**config.mk**
```make
export PLATFORM = sky130hd
export DESIGN_NAME = sysctl_regbank
export DESIGN_NICKNAME = d
export VERILOG_FILES = /design/src/rtl/sysctl_regbank.sv
export SDC_FILE = /design/constraint.sdc
export NUM_CORES = 1
export LEC_CHECK = 0
export BUFFER_PORTS_ARGS = -buffer_cell sky130_fd_sc_hd__buf_4
export CAP_MARGIN = 20
export CORE_ASPECT_RATIO = 1.75
export CORE_MARGIN = 8
export CORE_UTILIZATION = 50
export DETAILED_ROUTE_END_ITERATION = 10
export PLACE_DENSITY = 0.77
export SLEW_MARGIN = 20
export SYNTH_ARGS = -nofsm -noshare
export SYNTH_HDL_FRONTEND = slang
export SYNTH_SLANG_ARGS = --single-unit
```
**constraint.sdc**
```tcl
create_clock -name clk -period 4.7 [get_ports clk]
set_input_delay 0.235 -clock clk [delete_from_list [all_inputs] [get_ports clk]]
set_output_delay 0.235 -clock clk [all_outputs]
set_load 0.005 [all_outputs]
```
**src/rtl/sysctl_regbank.sv**
```systemverilog
module sysctl_regbank #(
  parameter int          ADDR_W       = 8,
  parameter int          WINDOW       = 'hD4,
  parameter logic [31:0] PROC_ID0     = 32'h4100_0C90,
  parameter logic [31:0] PROC_ID1     = 32'h4100_0C91,
  parameter logic [31:0] BOARD_ID     = 32'h0178_0500,
  parameter int          CLK_MHZ      = 125,
  parameter int          SLOW_MHZ     = 24,
  parameter int          FAST_MHZ     = 100,
  parameter int          NUM_OSC      = 3,
  parameter int          OSC_BASE_HZ  = 50_000_000,
  parameter int          OSC_STEP_HZ  = 25_000_000,
  parameter int          TEMP_IDLE_UC = 25_000_000,
  parameter logic [3:0]  EP_DCC       = 4'd0,
  parameter logic [1:0]  EP_SITE      = 2'd1,
  parameter logic [3:0]  EP_POS       = 4'd0,
  parameter logic [5:0]  FN_OSC       = 6'd1,
  parameter logic [5:0]  FN_TEMP      = 6'd4
) (
  input  logic              clk,
  input  logic              rst,
  input  logic              req_valid,
  input  logic              req_write,
  input  logic [ADDR_W-1:0] req_addr,
  input  logic [31:0]       req_wdata,
  input  logic              temp_live,
  input  logic [31:0]       temp_uc,
  output logic              req_ready,
  output logic [31:0]       rsp_rdata
);

  localparam int PH_W = $clog2(2 * CLK_MHZ + 1);

  localparam logic [31:0] OFF_PID0  = 32'h00;
  localparam logic [31:0] OFF_PID1  = 32'h04;
  localparam logic [31:0] OFF_BID   = 32'h08;
  localparam logic [31:0] OFF_LOCK  = 32'h10;
  localparam logic [31:0] OFF_FLAG  = 32'h14;
  localparam logic [31:0] OFF_FCLR  = 32'h18;
  localparam logic [31:0] OFF_TSLOW = 32'h20;
  localparam logic [31:0] OFF_TFAST = 32'h24;
  localparam logic [31:0] OFF_FLASH = 32'h30;
  localparam logic [31:0] OFF_DISP  = 32'h34;
  localparam logic [31:0] OFF_OSC0  = 32'h40;
  localparam logic [31:0] OFF_OSC1  = 32'h44;
  localparam logic [31:0] OFF_OSC2  = 32'h48;
  localparam logic [31:0] OFF_OSC3  = 32'h4C;
  localparam logic [31:0] OFF_OSC4  = 32'h50;
  localparam logic [31:0] OFF_CDATA = 32'hA0;
  localparam logic [31:0] OFF_CCTRL = 32'hA4;
  localparam logic [31:0] OFF_CSTAT = 32'hA8;

  localparam logic [29:0] KEY_MASK  = 30'h3FF3_FFFF;

  logic [31:0] a32;
  logic        sel_ok, acc, wr, rd;
  logic [31:0] flags_q, cfg_data;
  logic [15:0] lock_q;
  logic [31:0] tick_slow, tick_fast;
  logic [PH_W-1:0] ph_slow, ph_fast;
  logic [31:0] osc_hz [NUM_OSC];
  logic [NUM_OSC-1:0] osc_hit;
  logic        temp_hit, ep_known, cfg_go;
  logic [29:0] key_in;
  logic [31:0] temp_val, ep_rdata, rd_mux;

  assign a32    = 32'(req_addr);
  assign sel_ok = (a32 < 32'(WINDOW)) && (req_addr[1:0] == 2'b00);
  assign acc    = req_valid && !req_ready;
  assign wr     = acc && req_write && sel_ok;
  assign rd     = acc && !req_write;

  // endpoint decode from the packed control word
  assign key_in   = req_wdata[29:0] & KEY_MASK;
  assign temp_hit = key_in == {EP_DCC, FN_TEMP, 2'b00, EP_SITE, EP_POS, 12'd0};
  for (genvar i = 0; i < NUM_OSC; i++) begin : g_osc_dec
    assign osc_hit[i] = key_in == {EP_DCC, FN_OSC, 2'b00, EP_SITE, EP_POS, 12'(i)};
  end
  assign ep_known = (|osc_hit) || temp_hit;
  assign cfg_go   = wr && (a32 == OFF_CCTRL) && req_wdata[31] && ep_known;

  assign temp_val = !temp_live ? 32'(TEMP_IDLE_UC) : (temp_uc[31] ? 32'd0 : temp_uc);

  always_comb begin
    ep_rdata = temp_hit ? temp_val : 32'd0;
    for (int i = 0; i < NUM_OSC; i++)
      if (osc_hit[i]) ep_rdata = osc_hz[i];
  end

  always_comb begin
    rd_mux = 32'd0;
    if (sel_ok) begin
      case (a32)
        OFF_PID0:  rd_mux = PROC_ID0;
        OFF_PID1:  rd_mux = PROC_ID1;
        OFF_BID:   rd_mux = BOARD_ID;
        OFF_LOCK:  rd_mux = {16'd0, lock_q};
        OFF_FLAG:  rd_mux = flags_q;
        OFF_TSLOW: rd_mux = tick_slow;
        OFF_TFAST: rd_mux = tick_fast;
        OFF_FLASH: rd_mux = 32'd0;
        OFF_DISP:  rd_mux = 32'h0000_1F00;
        OFF_OSC0:  rd_mux = 32'h0001_2C5C;
        OFF_OSC1:  rd_mux = 32'h0000_2CC0;
        OFF_OSC2:  rd_mux = 32'h0000_2C75;
        OFF_OSC3:  rd_mux = 32'h0002_0211;
        OFF_OSC4:  rd_mux = 32'h0000_2C75;
        OFF_CDATA: rd_mux = cfg_data;
        OFF_CCTRL: rd_mux = 32'd0;
        OFF_CSTAT: rd_mux = 32'd1;
        default:   rd_mux = 32'd0;
      endcase
    end
  end

  // fractional tick counters
  always_ff @(posedge clk) begin
    if (rst) begin
      ph_slow   <= '0;
      ph_fast   <= '0;
      tick_slow <= '0;
      tick_fast <= '0;
    end else begin
      if (ph_slow + PH_W'(SLOW_MHZ) >= PH_W'(CLK_MHZ)) begin
        ph_slow   <= ph_slow + PH_W'(SLOW_MHZ) - PH_W'(CLK_MHZ);
        tick_slow <= tick_slow + 32'd1;
      end else begin
        ph_slow   <= ph_slow + PH_W'(SLOW_MHZ);
      end
      if (ph_fast + PH_W'(FAST_MHZ) >= PH_W'(CLK_MHZ)) begin
        ph_fast   <= ph_fast + PH_W'(FAST_MHZ) - PH_W'(CLK_MHZ);
        tick_fast <= tick_fast + 32'd1;
      end else begin
        ph_fast   <= ph_fast + PH_W'(FAST_MHZ);
      end
    end
  end

  always_ff @(posedge clk) begin
    if (rst) begin
      req_ready <= 1'b0;
      rsp_rdata <= 32'd0;
      flags_q   <= 32'd0;
      lock_q    <= 16'd0;
      cfg_data  <= 32'd0;
      for (int i = 0; i < NUM_OSC; i++)
        osc_hz[i] <= 32'(OSC_BASE_HZ + i * OSC_STEP_HZ);
    end else begin
      req_ready <= acc;
      if (acc) rsp_rdata <= rd ? rd_mux : 32'd0;
      if (wr) begin
        case (a32)
          OFF_LOCK:  lock_q   <= req_wdata[15:0];
          OFF_FLAG:  flags_q  <= req_wdata;
          OFF_FCLR:  flags_q  <= 32'd0;
          OFF_CDATA: cfg_data <= req_wdata;
          default: ;
        endcase
      end
      if (cfg_go) begin
        if (req_wdata[30]) begin
          for (int i = 0; i < NUM_OSC; i++)
            if (osc_hit[i] && cfg_data != 32'd0) osc_hz[i] <= cfg_data;
        end else begin
          cfg_data <= ep_rdata;
        end
      end
    end
  end

  assert_ready_pulse_R1: assert property (@(posedge clk) disable iff (rst)
    req_ready |=> !req_ready);

  assert_unmapped_zero_R2: assert property (@(posedge clk) disable iff (rst)
    (acc && !req_write && !sel_ok) |=> (rsp_rdata == 32'd0));

  assert_tick_step_R4: assert property (@(posedge clk) disable iff (rst)
    (tick_fast == $past(tick_fast)) || (tick_fast == $past(tick_fast) + 32'd1));

  assert_lock_width_R6: assert property (@(posedge clk) disable iff (rst)
    (rd && sel_ok && a32 == OFF_LOCK) |=> (rsp_rdata[31:16] == 16'd0));

  assert_flags_clear_R7: assert property (@(posedge clk) disable iff (rst)
    (wr && a32 == OFF_FCLR) |=> (flags_q == 32'd0));

  assert_stat_one_R8: assert property (@(posedge clk) disable iff (rst)
    (rd && sel_ok && a32 == OFF_CSTAT) |=> (rsp_rdata == 32'd1));

  assert_unknown_keeps_data_R11: assert property (@(posedge clk) disable iff (rst)
    (wr && a32 == OFF_CCTRL && req_wdata[31] && !ep_known) |=> $stable(cfg_data));

  for (genvar i = 0; i < NUM_OSC; i++) begin : g_osc_chk
    assert_osc_nonzero_R13: assert property (@(posedge clk) disable iff (rst)
      osc_hz[i] != 32'd0);
  end

endmodule

```
==> metrics.csv, run 1 <==
stage,metric,value,unit
status,status,"complete, no violations",
synth,synth_cells,1530,
route,viasPerCell,6.272,
synth,syn_area_per_cell,9.189,um^2
final_layout,stdcell_area,16370,um^2
final_layout,syn_to_final_growth,16.43,%
clock_network,numCtsBuffers,27,
worst_setup_path,cpPeakStageDelay,0.91,ns
synth,synthTopCellsByCount,"dfxtp_1 (193), nand2_1 (154), nor2_1 (121), a21oi_1 (113), edfxtp_1 (96)",
final_layout,multi_input_area,6852,um^2
floorplanning,fp.dieH,237.8,um
worst_setup_path,cp_top_family,simple AND/OR/NAND/NOR gates,
sta,slew_headroom,0.2850,
grt,grt_max_degree,87,
worst_setup_path,cp.arrival,3.97,ns
final_layout,fin_util,0.5894,
synth,yosysTopAreaCell,dfxtp_1,
placement,placed_area,15160,um^2
worst_setup_path,worstSetupStartpointType,input port,
worst_setup_path,crit_type,in -> reg,
sta,fmax,269.2,MHz
placement,dp_cells,1922,
clock_network,cts.sinks,289,
route,avgRoutedWirePerCell,21.92,um
sta,min_period,3.715,ns
route,dr_total_vias,12530,
sta,slew_violations,0,
route,wl,43800,um
route,ant_nets,0,
power,power_frac_seq,0.480,
clock_network,htree_levels,1,
route,firstDrtPassIters,7,
clock_network,clk_pin_slew,0.07,ns
final_layout,fin_nets,1692,
power,p_switching,1.403,mW
sta,tns,0,ns
grt,first_global_vias,12520,
clock_network,cts_tree,built,
sta,finalHoldViolCount,0,
placement,port_buffers,109,
power,ir_drop,0.2535,mV
power,p_clk_frac,0.418,
synth,synth_seq_cells,289,
grt,antenna_found_initial,1,
synth,synth_area,14060,um^2
worst_setup_path,crit_required,4.96,ns
final_layout,drive_gt1_frac,0.1280,
synth,ys_warn_count,0,
worst_setup_path,cp.buffers_inverters,3,
floorplanning,io-pin-count,110,
sta,rsz0062_at_grt,no,
placement,dp_hpwl,31330,um
power,combPwrFrac,0.102,
final_layout,final_cells,1998,
worst_setup_path,path_common_cell,buf_4,
sta,worst_pin_slew,1.058,ns
floorplanning,row_count,81,
synth,ys_seq_area_frac,0.4799,
power,p_int,4.197,mW
clock_network,cts_setup_buffers,0,
worst_setup_path,crit_fanout,46,
synth,synth.most_common_cell,dfxtp_1,
power,switching_share,0.2505,
worst_setup_path,slowest_stage,nor4b_1,
grt,grt-ovfl-total,0,
sta,skew,0.01467,ns
synth,synth_ff_type,dfxtp_1,
floorplanning,core_region_area,27770,um^2
synth,synthArstFlopShare,0,
power,p_leak,5.641,nW
grt,grt_pass1_wl,68360,um
clock_network,worstSkewPairLatency,0.55,ns
floorplanning,initial_utilization,0.5063,
synth,syn_nets,1617,
final_layout,n_antenna_cell,0,
floorplanning,die_w,142.8,um
clock_network,cts_resized,0,
synth,synth_top_area_frac,0.2748,
route,drt_iter0_markers,1119,
worst_setup_path,cp_cell_sequence,dlygate4sd3_1 -> buf_4 -> nor4b_1 -> nand4_1 -> or2_1 -> or4_4 -> a211oi_4 -> buf_4 -> nand2b_1,
power,total_power,5.600,mW
sta,fin_crit_sh,0.7904,
final_layout,seqCellArea,6746,um^2
clock_network,cts_root_buf,clkbuf_16,
floorplanning,dieArea,33950,um^2
sta,finalSetupViolCount,0,
worst_setup_path,end_kind,flop,
final_layout,n_fill_cell,2384,
synth,synth_cell_types,74,
synth,synth_area_leaders,"dfxtp_1 (27%), edfxtp_1 (21%), nand2_1 (4.1%)",
flow_run,drv_cap,0,
worst_hold_path,hp-class,in -> reg,
route,drc_errors,0,
synth,synth-edff-count,96,
clock_network,ctsHoldBuffers,27,
grt,grt_use_total,0.2549,
clock_network,clockBufferDepth,3,
power,p_per_area,342.1,nW/um^2
placement,routabilityCongestion,0.9260,
==> kinds of logic after synthesis <==
logic type               count (synthesis)  synth area share
AO/OA/AOI/OAI                          418            0.2011
AND/OR/NAND/NOR                        595            0.2172
multiplexers                            25           0.01789
XOR/XNOR                                60           0.03738
buffers and inverters                  133           0.03765
adder cells (fa/ha/maj)                 10          0.008900
flip-flops                             289            0.4799
==> area by class of cell <==
type,instances,share of cell area
well taps,373,0.02851
inverters,15,0.003440
multi-input cells,1108,0.4186
repair buffers,164,0.08011
clock inverters,19,0.01460
clock buffers,30,0.04258
flip-flops and latches,289,0.4122
==> worst min-delay path, stage by stage <==
cell	delay [ns]
buf_4	0.15
nand3_1	0.07
a21oi_1	0.06
==> per-stage QoR <==
| step | setup slack, ns | hold slack (ns) |
|---|---|---|
| 2_1_floorplan | 1.251 | 0.3710 |
| 5_1_grt | 0.8995 | 0.02686 |
| 3_3_place_gp | 1.293 | 0.4291 |
| 6_report | 0.9853 | 0.01487 |
| 3_5_place_dp | 1.221 | 0.4343 |
| 4_1_cts | 1.175 | 0.003300 |
==> power groups by stage <==
stage | Clock, mW | Sequential (mW) | Combinational, mW
floorplan | 0 | 2.72 | 0.364
global placement | 0 | 2.74 | 0.528
detailed placement | 0 | 2.74 | 0.541
CTS | 2.35 | 2.69 | 0.565
global route | 2.43 | 2.69 | 0.622
finish | 2.34 | 2.69 | 0.572
==> metal layers <==
layer	vias to the layer above	GRT usage	share of wire	wire [um]
li1	5789	-	-	-
met1	6045	0.2719	0.36	15590
met2	525	0.4607	0.52	22740
met3	170	0.03362	0.060	2649
met4	2	0.1634	0.064	2799
met5	-	0	0.00030	13
==> sequential cells by signal, summed over array words and instances (netlist names) <==
register   flops
osc_hz        96
cfg_data      32
flags_q       32
rsp_rdata     32
tick_fast     32
tick_slow     32
lock_q        16
ph_fast        8
ph_slow        8
req_ready      1
==> layout by cell type, fill, tap and decap left out, types with 26 or more instances in the layout <==
cell type / instances
dfxtp_1: 193
nand2_1: 154
buf_4: 136
nor2_1: 120
a21oi_1: 113
edfxtp_1: 96
o21ai_0: 60
a211oi_1: 58
nand3_1: 49
nand2b_1: 38
nor2b_1: 37
and2_1: 35
xor2_1: 35
a22oi_1: 30
nor4_1: 27
clkbuf_16: 27
dlygate4sd3_1: 27
nand4_1: 26
==> path summary, 6_finish.rpt <==
path                       from  slack [ns]             to  cells after the start
setup / recovery  req_wdata[25]        0.99  osc_hz[0][13]                      9
setup reg to reg     ph_fast[0]        1.54  tick_fast[29]                      9
hold reg to reg    rsp_rdata[6]        0.44   rsp_rdata[6]                      2
hold / removal    req_wdata[20]        0.01    flags_q[20]                      3
No activity file was read; power rests on OpenSTA's default activity.
==> inputs of run 2 (changes only) <==
--- a/config.mk
+++ b/config.mk
@@ -11,7 +11,7 @@
 export CORE_MARGIN = 8
 export CORE_UTILIZATION = 50
 export DETAILED_ROUTE_END_ITERATION = 10
-export PLACE_DENSITY = 0.77
+export PLACE_DENSITY = 0.8
 export SLEW_MARGIN = 20
 export SYNTH_ARGS = -nofsm -noshare
 export SYNTH_HDL_FRONTEND = slang
==> constraint.sdc (replaced) <==
create_clock -name clk -period 3.2 [get_ports clk]
set_input_delay 0.16 -clock clk [delete_from_list [all_inputs] [get_ports clk]]
set_output_delay 0.16 -clock clk [all_outputs]
set_load 0.005 [all_outputs]
==> run 2 against run 1 <==
  * Critical path depth decreased by 3
  * Combinational power is 48% higher
  * Die area is the same
  * Non-clock buffer count rose by 23
  * Global-route usage is 0.38 points higher
  * Total power rose by 44%
==> metrics.csv, run 2 (synthesized netlist as in run 1, its figures left out) <==
stage,metric,value,unit,change
sta,fmax,365.4,MHz,
final_layout,fin_util,0.5963,,+0.006848
power,ir_drop,0.4314,mV,+70%
route,wl,44890,um,+2.5%
power,p_switching,1.997,mW,+42%
worst_setup_path,end_kind,flop,,
placement,routabilityCongestion,1.006,,+8.6%
worst_setup_path,crit_fanout,16,,-65%
worst_setup_path,crit_required,3.67,ns,-1.29 ns
final_layout,drive_gt1_frac,0.1372,,+0.009219
sta,holdWs,0.04001,ns,+0.02514 ns
final_layout,largest_reg_flops,96,,unchanged
clock_network,cts_setup_buffers,0,,unchanged
clock_network,clk_pin_slew,0.06,ns,about the same
sta,slew_violations,0,,unchanged
worst_hold_path,hp-class,in -> reg,,
power,p_int,6.062,mW,+44%
sta,rsz0062_at_grt,no,,
worst_setup_path,cp_cell_sequence,ha_1 -> nand4b_1 -> o221ai_1 -> o211ai_1 -> or4_1 -> a21oi_1,,
grt,grt_pass1_wl,69150,um,+1.2%
route,firstDrtPassIters,6,,-1
clock_network,cts.sinks,289,,unchanged
final_layout,n_fill_cell,2354,,-1.3%
floorplanning,die_w,142.8,um,unchanged
grt,grt_max_degree,57,,-34%
placement,port_buffers,109,,unchanged
worst_setup_path,slowest_stage,o221ai_1,,
route,avgRoutedWirePerCell,22.22,um,+1.4%
route,viasPerCell,6.354,,+1.3%
worst_setup_path,cp.depth,6,,-3
grt,antenna_found_initial,0,,-1
final_layout,syn_to_final_growth,17.78,%,
power,p_clk_frac,0.406,,-0.012
power,power_frac_seq,0.490,,+0.010
route,dr_total_vias,12840,,+2.4%
power,p_leak,5.766,nW,+2.2%
worst_hold_path,holdPathStages,3,,unchanged
route,drc_errors,0,,unchanged
worst_setup_path,worstSetupStartpointType,flop,,
sta,slew_headroom,0.3752,,+0.09018
worst_setup_path,cpPeakStageDelay,0.57,ns,-0.34 ns
clock_network,clockBufferDepth,3,,unchanged
final_layout,fin_nets,1714,,+1.3%
worst_setup_path,cp.buffers_inverters,0,,-3
grt,grt-ovfl-total,0,,unchanged
clock_network,cts_tree,built,,
floorplanning,dieArea,33950,um^2,unchanged
clock_network,htree_levels,1,,unchanged
sta,finalSetupViolCount,0,,unchanged
sta,skew,0.01494,ns,+0.0002694 ns
grt,first_global_vias,12650,,+1.1%
worst_setup_path,cp_top_family,compound AO/OA/AOI/OAI gates,,
worst_setup_path,r2r_cells,6,,-3
flow_run,drv_cap,0,,unchanged
floorplanning,initial_utilization,0.5063,,unchanged
power,combPwrFrac,0.105,,+0.003
final_layout,largest-register,osc_hz,,
route,ant_nets,0,,unchanged
sta,worst_pin_slew,0.9372,ns,-0.1204 ns
final_layout,n_antenna_cell,0,,unchanged
sta,min_period,2.737,ns,
floorplanning,io-pin-count,110,,unchanged
clock_network,numCtsBuffers,26,,-3.7%
power,p_per_area,486.7,nW/um^2,+42%
clock_network,cts_root_buf,clkbuf_16,,
final_layout,final_common_cell,dfxtp_1,,
route,drt_iter0_markers,1375,,+23%
grt,grt_use_total,0.2587,,+0.003811
sta,finalHoldViolCount,0,,unchanged
clock_network,worstSkewPairLatency,0.54,ns,about the same
worst_setup_path,crit_type,reg -> reg,,
floorplanning,row_count,81,,unchanged
status,status,"complete, no violations",,
sta,fin_crit_sh,0.8552,,
floorplanning,fp.dieH,237.8,um,unchanged
final_layout,final_cell_mix,"dfxtp_1 (193), nand2_1 (154), buf_4 (152)",,
worst_setup_path,cp.arrival,3.20,ns,-0.77 ns
floorplanning,core_region_area,27770,um^2,unchanged
power,switching_share,0.2478,,-0.002687
placement,dp_hpwl,32190,um,+2.7%
==> run 2: cell count changes in the layout (fill, tap and decap cells not counted), sizes merged <==
cell / change
inv: +1
clkinvlp: -3
clkinv: -5
buf: +20
bufinv: -4
dlygate4sd3: +3
clkbuf: +10
==> run 2: routing by layer <==
layer	vias up	GRT usage	wire, um
met5	-	0	0
met3	194	0.04363	3380
met1	6126	0.2652	15370
met2	666	0.4665	22950
li1	5850	-	-
met4	0	0.1809	3187
==> run 2: final timing paths <==
| kind | from | endpoint | slack [ns] |
|---|---|---|---|
| max | ph_fast[2] | tick_fast[29] | 0.46 |
| min | req_wdata[1] | lock_q[1] | 0.04 |
| max reg2reg | ph_fast[2] | tick_fast[29] | 0.46 |
| min reg2reg | rsp_rdata[13] | rsp_rdata[13] | 0.45 |
==> run 2: power by group through the flow <==
stage,Clock [mW],Combinational (mW),Sequential (mW)
finish,3.27,0.846,3.95
detailed placement,0,0.801,4.02
global placement,0,0.783,4.02
global route,3.44,0.916,3.95
CTS,3.28,0.840,3.94
floorplan,0,0.534,3.99
==> run 2: stage by stage <==
stage / power, mW / worst slack [ns] / std cells / setup TNS [ns] / cell area, um^2
after floorplan: 4.523 / -0.1740 / 1530 / -11.13 / 14060
after global placement: 4.800 / 0.6260 / 1942 / 0 / 15360
after detailed placement: 4.826 / 0.5054 / 1942 / 0 / 15360
after CTS: 8.062 / 0.4603 / 2020 / 0 / 16560
after global routing: 8.311 / 0.1778 / 2020 / 0 / 16560
final: 8.059 / 0.4634 / 2020 / 0 / 16560
==> run 2: what timing repair did <==
| action | in CTS | in global routing |
|---|---|---|
| hold buffers | 30 | 0 |
| gates resized for setup | 0 | 0 |
| endpoints found under the hold margin | 53 | 0 |
==> run 2: final cells by class <==
type | instances | area (um^2) | area share
multi-input cells | 1108 | 6848 | 0.4136
flip-flops and latches | 289 | 6746 | 0.4074
repair buffers | 187 | 1541 | 0.09309
clock buffers | 40 | 827.0 | 0.04995
well taps | 373 | 466.7 | 0.02818
clock inverters | 8 | 72.57 | 0.004383
inverters | 15 | 56.30 | 0.003400
==> run 2: tightest hold or removal path, cell delays in order <==
cell     delay, ns
buf_4         0.21
nand2_1       0.09
a21oi_1       0.06
